[src/rtl/pld_mc_pkg.sv]
package pld_mc_pkg;

  typedef struct packed {
    logic       fbBypass;
    logic       activeHigh;
    logic [1:0] alloc;
    logic       outComb;
    logic       pinClk2;
    logic       pinClk1;
    logic       tType2;
    logic       tType1;
  } mcCfg_t;

  localparam int CFG_W = $bits(mcCfg_t);

  typedef struct packed {
    logic arst1;
    logic arst2;
    logic tick1;
    logic tick2;
    logic preset;
  } mcStrobe_t;

endpackage

[src/rtl/mc_reg.sv]
module mc_reg (
  input  logic clk,
  input  logic arst,
  input  logic tick,
  input  logic preset,
  input  logic tType,
  input  logic dIn,
  output logic q
);

  always_ff @(posedge clk or posedge arst) begin
    if (arst)
      q <= 1'b0;
    else if (tick) begin
      if (preset)
        q <= 1'b1;
      else if (tType)
        q <= q ^ dIn;
      else
        q <= dIn;
    end
  end

  assert_reset_clear_R6: assert property (@(posedge clk) arst |-> (q == 1'b0));

  assert_hold_no_edge_R3: assert property (@(posedge clk) disable iff (arst)
    !tick |=> $stable(q));

  assert_preset_high_R7: assert property (@(posedge clk) disable iff (arst)
    (tick && preset) |=> q);

  assert_toggle_rule_R4: assert property (@(posedge clk) disable iff (arst)
    (tick && !preset && tType) |=> ((q != $past(q)) == $past(dIn)));

endmodule

[src/rtl/mc_control.sv]
module mc_control
  import pld_mc_pkg::*;
(
  input  logic       clk,
  input  logic       init,
  input  logic [1:0] ckTerm,
  input  logic [1:0] arTerm,
  input  logic [1:0] pinGate,
  input  logic       clkPin,
  input  logic       presetIn,
  output mcStrobe_t  strb
);

  logic [1:0] clkSrc;
  logic [1:0] prevLvl;
  logic [1:0] tickVec;

  for (genvar g = 0; g < 2; g++) begin : gen_src
    assign clkSrc[g]  = ckTerm[g] & (pinGate[g] ? clkPin : 1'b1);
    assign tickVec[g] = clkSrc[g] & ~prevLvl[g];
  end

  always_ff @(posedge clk or posedge init) begin
    if (init)
      prevLvl <= '0;
    else
      prevLvl <= clkSrc;
  end

  always_comb begin
    strb.arst1  = init | arTerm[0];
    strb.arst2  = init | arTerm[1];
    strb.tick1  = tickVec[0];
    strb.tick2  = tickVec[1];
    strb.preset = presetIn;
  end

  assert_single_tick_R5: assert property (@(posedge clk) disable iff (init)
    strb.tick1 |=> !strb.tick1);

  assert_single_tick2_R5: assert property (@(posedge clk) disable iff (init)
    strb.tick2 |=> !strb.tick2);

endmodule

[src/rtl/mc_datapath.sv]
module mc_datapath
  import pld_mc_pkg::*;
#(
  parameter int TERMS_PER_SUM = 4,
  parameter int NUM_SUMS      = 3,
  localparam int ARRAY_W      = TERMS_PER_SUM * NUM_SUMS
) (
  input  logic               clk,
  input  logic [ARRAY_W-1:0] sumTerms,
  input  logic               oeTerm,
  input  mcCfg_t             cfg,
  input  mcStrobe_t          strb,
  output logic               pinOut,
  output logic               outEn,
  output logic               fbReg1,
  output logic               fbBuried
);

  logic [NUM_SUMS-1:0] sumVec;
  logic [1:0] dVec, qVec, arstVec, tickVec, tSel;
  logic rawOut;

  for (genvar s = 0; s < NUM_SUMS; s++) begin : gen_sum
    assign sumVec[s] = |sumTerms[s*TERMS_PER_SUM +: TERMS_PER_SUM];
  end

  always_comb begin
    unique case (cfg.alloc)
      2'd0: dVec = {sumVec[NUM_SUMS-1], sumVec[0]};
      2'd1: dVec = {sumVec[NUM_SUMS-1], sumVec[0] | sumVec[1]};
      2'd2: dVec = {sumVec[NUM_SUMS-1], |sumVec};
      2'd3: dVec = {sumVec[1] | sumVec[NUM_SUMS-1], sumVec[0]};
    endcase
  end

  assign arstVec = {strb.arst2, strb.arst1};
  assign tickVec = {strb.tick2, strb.tick1};
  assign tSel    = {cfg.tType2, cfg.tType1};

  for (genvar g = 0; g < 2; g++) begin : gen_reg
    mc_reg u_reg (
      .clk   (clk),
      .arst  (arstVec[g]),
      .tick  (tickVec[g]),
      .preset(strb.preset),
      .tType (tSel[g]),
      .dIn   (dVec[g]),
      .q     (qVec[g])
    );
  end

  assign rawOut   = cfg.outComb ? dVec[0] : qVec[0];
  assign pinOut   = cfg.activeHigh ? rawOut : ~rawOut;
  assign outEn    = oeTerm;
  assign fbReg1   = qVec[0];
  assign fbBuried = cfg.fbBypass ? dVec[1] : qVec[1];

  assert_init_pin_level_R9: assert property (@(posedge clk)
    (strb.arst1 && !cfg.outComb) |-> (pinOut == !cfg.activeHigh));

endmodule

[src/rtl/pld_macrocell.sv]
module pld_macrocell
  import pld_mc_pkg::*;
#(
  parameter int TERMS_PER_SUM = 4,
  parameter int NUM_SUMS      = 3,
  localparam int ARRAY_W      = TERMS_PER_SUM * NUM_SUMS,
  localparam int PT_W         = ARRAY_W + 5
) (
  input  logic             clk,
  input  logic             init,
  input  logic [PT_W-1:0]  pt,
  input  logic             clkPin,
  input  logic             presetIn,
  input  logic [CFG_W-1:0] cfg,
  output logic             pinOut,
  output logic             outEn,
  output logic             fbReg1,
  output logic             fbBuried
);

  localparam int IDX_AR1 = ARRAY_W;
  localparam int IDX_CK1 = ARRAY_W + 1;
  localparam int IDX_CK2 = ARRAY_W + 2;
  localparam int IDX_AR2 = ARRAY_W + 3;
  localparam int IDX_OE  = ARRAY_W + 4;

  mcCfg_t    cfgS;
  mcStrobe_t strb;

  assign cfgS = mcCfg_t'(cfg);

  mc_control u_control (
    .clk     (clk),
    .init    (init),
    .ckTerm  ({pt[IDX_CK2], pt[IDX_CK1]}),
    .arTerm  ({pt[IDX_AR2], pt[IDX_AR1]}),
    .pinGate ({cfgS.pinClk2, cfgS.pinClk1}),
    .clkPin  (clkPin),
    .presetIn(presetIn),
    .strb    (strb)
  );

  mc_datapath #(
    .TERMS_PER_SUM(TERMS_PER_SUM),
    .NUM_SUMS     (NUM_SUMS)
  ) u_datapath (
    .clk     (clk),
    .sumTerms(pt[ARRAY_W-1:0]),
    .oeTerm  (pt[IDX_OE]),
    .cfg     (cfgS),
    .strb    (strb),
    .pinOut  (pinOut),
    .outEn   (outEn),
    .fbReg1  (fbReg1),
    .fbBuried(fbBuried)
  );

endmodule

[config.mk]
export PLATFORM = sky130hd
export DESIGN_NAME = pld_macrocell
export DESIGN_NICKNAME = d
export VERILOG_FILES = /design/src/rtl/pld_mc_pkg.sv /design/src/rtl/mc_reg.sv /design/src/rtl/mc_control.sv /design/src/rtl/mc_datapath.sv /design/src/rtl/pld_macrocell.sv
export SDC_FILE = /design/constraint.sdc
export NUM_CORES = 1
export LEC_CHECK = 0
export ABC_AREA = 1
export BUFFER_PORTS_ARGS = -buffer_cell sky130_fd_sc_hd__clkbuf_2
export CAP_MARGIN = 5
export CORE_AREA = 2 2 39 41
export CTS_CLUSTER_SIZE = 10
export DETAILED_ROUTE_END_ITERATION = 16
export DIE_AREA = 0 0 41 43
export PLACE_DENSITY = 0.64
export SYNTH_ARGS = -nofsm -noshare
export SYNTH_HDL_FRONTEND = slang
export SYNTH_SLANG_ARGS = --single-unit
[constraint.sdc]
create_clock -name clk -period 1 [get_ports clk]
set_input_delay 0.1 -clock clk [delete_from_list [all_inputs] [get_ports clk]]
set_output_delay 0.1 -clock clk [all_outputs]
set_load 0.01 [all_outputs]
==> flow_summary_export.csv <==
group,metric,value,unit
cts,cts-buffers-inserted,3,
worst_setup_path,r2r_slack,0.02,ns
power_and_ir_drop,power.share.clock,31.8,%
cts,numClockSinks,4,
grt,use_met1,12.4,%
timing,tightest_slew,0.203,ns
cts,cts.path.max_buffers,2,
cts,cts_root_buf,"clkbuf_4",
power_and_ir_drop,p_leak,0.417,nW
grt,grt_max_degree,4,
cts,worstSkewPairLatency,0.23,ns
worst_setup_path,path_buf_inv,1,
placement,place.gp.congestion,0.651,
synth,synth_top_area_share,26.0,%
min_path,whs_path_depth,2,
worst_setup_path,crit_fanout,2,
route,vias_per_cell,4.13,
timing,layout_setup_ws,-0.201,ns
final_layout,layout.nets,139,
timing,rsz0062_at_grt,"true",
final_layout,syn_to_final_growth,75.6,%
flow_run,max-cap-violations,0,
worst_setup_path,cp_data_arrival_time,1.10,ns
synth,synthesis.nets,96,
timing,maxSlewHeadroom,86.4,%
final_layout,register_area,100,sq um
synth,synthTopCellsByCount,"19 x nand2_1, 14 x inv_1, 13 x nor2_1",
die,fp.coreArea,1380,sq um
timing,finalClockSkew,0.0000239,ns
synth,ys.flop_type,"dfrtp_1",
final_layout,final_core_util,48.9,%
placement,postPlaceCellArea,566,sq um
synth,synth_area_leaders,"dfrtp_1 26%, nand2_1 19%, inv_1 14%",
placement,dp_hpwl,776,um
synth,synth_top_cell_by_area,"dfrtp_1",
die,die_x,41,um
grt,overflow,0,
worst_setup_path,cp.depth,4,
timing,maxSlewViolCount,0,
synth,async_flop_share,100,%
route,wirelength,996,um
placement,numPortBuffers,31,
power_and_ir_drop,ir_drop,0.591,mV
timing,period_minus_slack,1.20,ns
grt,grt_pass1_wl,1550,um
worst_setup_path,end_kind,"output pin",
timing,setup_viol,1,
synth,synthDistinctLibCells,16,
route,drc_errors,0,
grt,grtUsageTotal,12.8,%
cts,clk_pin_slew_worst_paths,0.04,ns
worst_setup_path,cp_slowest_cell,"dfrtp_1",
route,dr.pass1.iters,3,
route,drt_iter0_markers,3,
synth,synth_edf_count,0,
worst_setup_path,cp.required,0.90,ns
synth,ys_warn_count,0,
grt,globalRouteMet2Util,23.1,%
worst_setup_path,rr_worst_depth,7,
grt,grt_busiest_layer,"met2",
worst_setup_path,crit_family,"simple AND/OR/NAND/NOR gates",
timing,max_freq,832,MHz
min_path,hp-class,"in -> reg",
cts,tritoncts,"done",
cts,cts-htree-levels,1,
power_and_ir_drop,power.internal,0.451,mW
outcome,status,"finished, violations left",
power_and_ir_drop,pwr-share-comb,38.7,%
placement,place_ws,0.00962,ns
route,drt-wirelength-per-cell,8.10,um
worst_setup_path,crit_chain,"or2_4 -> nand3_1 -> nand2_2 -> buf_6",
placement,dp_cells,113,
final_layout,antenna_cells,0,
timing,finalHoldViolations,0,
route,ant_nets,0,
power_and_ir_drop,net-switching-power,0.185,mW
die,start_util,27.8,%
die,num_rows,14,
grt,grt_use_met3,1.57,%
power_and_ir_drop,p_seq_share,29.5,%
outcome,violations,"setup timing",
synth,syn-instance-count,66,
synth,yosysMostFrequentCell,"nand2_1",
die,die_h,43,um
grt,antenna_found_initial,0,
power_and_ir_drop,switching_share,29.1,%
power_and_ir_drop,p_total,0.636,mW
worst_setup_path,critPathMaxStageDelay,0.37,ns
timing,finalCritPeriodShare,120,%
grt,grt_pass1_vias,473,
synth,yosysSeqAreaShare,26.0,%
synth,syn_area_per_cell,5.84,sq um
final_layout,num-fill-cells,156,
synth,netlist_area,385,sq um
final_layout,finalInstanceArea,677,sq um
synth,yosys_register_bits,4,
die,dieArea,1760,sq um
die,io_pins,34,
route,vias,508,
worst_setup_path,path_class,"reg -> out",
final_layout,stdcell_count,123,
worst_setup_path,start_kind,"register",
final_layout,layout-drive-gt1-share,50.5,%
power_and_ir_drop,p_per_area,940,nW/um^2
final_layout,multiInputGateArea,239,sq um
==> layout make-up <==
cell class                      count  share of cell area [%]
Clock buffer                        3                    3.33
Inverter                           16                    8.87
Multi-Input combinational cell     45                    35.3
Sequential cell                     4                    14.8
Tap cell                           16                    2.96
Timing Repair Buffer               39                    34.8
==> registers in the layout (all words and copies together) (netlist names) <==
name / flops
u_control.prevLvl: 2
u_datapath.gen.u_reg.q: 2
==> kinds of logic (layout without fill, tap and decap cells) <==
group                  Yosys count  in the layout  synth area share [%]
and+or+nand+nor                 40             40                  43.2
buffers and inverters           17             58                  17.5
AOI/OAI and AO/OA                5              5                  13.3
DFF                              4              4                  26.0
==> through the flow <==
| step | hold slack [ns] | TNS [ns] |
|---|---|---|
| floorplan | -0.159 | 0 |
| detailed placement | -0.0431 | 0 |
| global route | 0.0616 | -0.365 |
| global placement | -0.0456 | 0 |
| finish | 0.0514 | -0.201 |
| CTS | 0.0445 | -0.228 |
==> what timing repair did <==
action	CTS	global route
hold endpoints to repair	4	0
hold buffers	5	0
setup endpoints to repair	2	5
buffers inserted	1	3
pin swaps	3	6
resized for setup	0	11
==> cells in the final DEF (no fill, tap or decap), drive strengths merged <==
cell         count
clkbuf          32
nand2           20
inv             16
nor2            14
buf              6
dlygate4sd3      4
dfrtp            4
nand3            3
a21oi            2
nand4            2
a21boi           2
o21a             1
or2              1
==> power groups by stage <==
stage	registers, mW	logic, mW	clock network, mW
6_report	0.188	0.246	0.202
5_1_grt	0.190	0.280	0.217
4_1_cts	0.185	0.217	0.214
3_5_place_dp	0.189	0.192	0
3_3_place_gp	0.188	0.188	0
2_1_floorplan	0.192	0.100	0
==> path summary, 6_finish.rpt <==
kind	from	to
worst max-delay path	u_datapath.gen_reg[0].u_reg.q	pinOut
worst min-delay path	cfg[2]	u_control.prevLvl[0]
worst max register to register	u_datapath.gen_reg[0].u_reg.q	u_datapath.gen_reg[0].u_reg.q
worst min register to register	u_control.prevLvl[0]	u_datapath.gen_reg[0].u_reg.q
max in group asynchronous	init	u_datapath.gen_reg[1].u_reg.q
min in group asynchronous	pt[12]	u_datapath.gen_reg[0].u_reg.q
==> layer usage <==
metal / vias to the layer above / wire, um / part of all wire [%]
met3: 0 / 81 / 8.1
met5: - / 0 / 0
met4: 0 / 0 / 0
met1: 211 / 366 / 37
li1: 277 / - / -
met2: 20 / 548 / 55
Note: power is estimated with default switching activity, not from simulation.
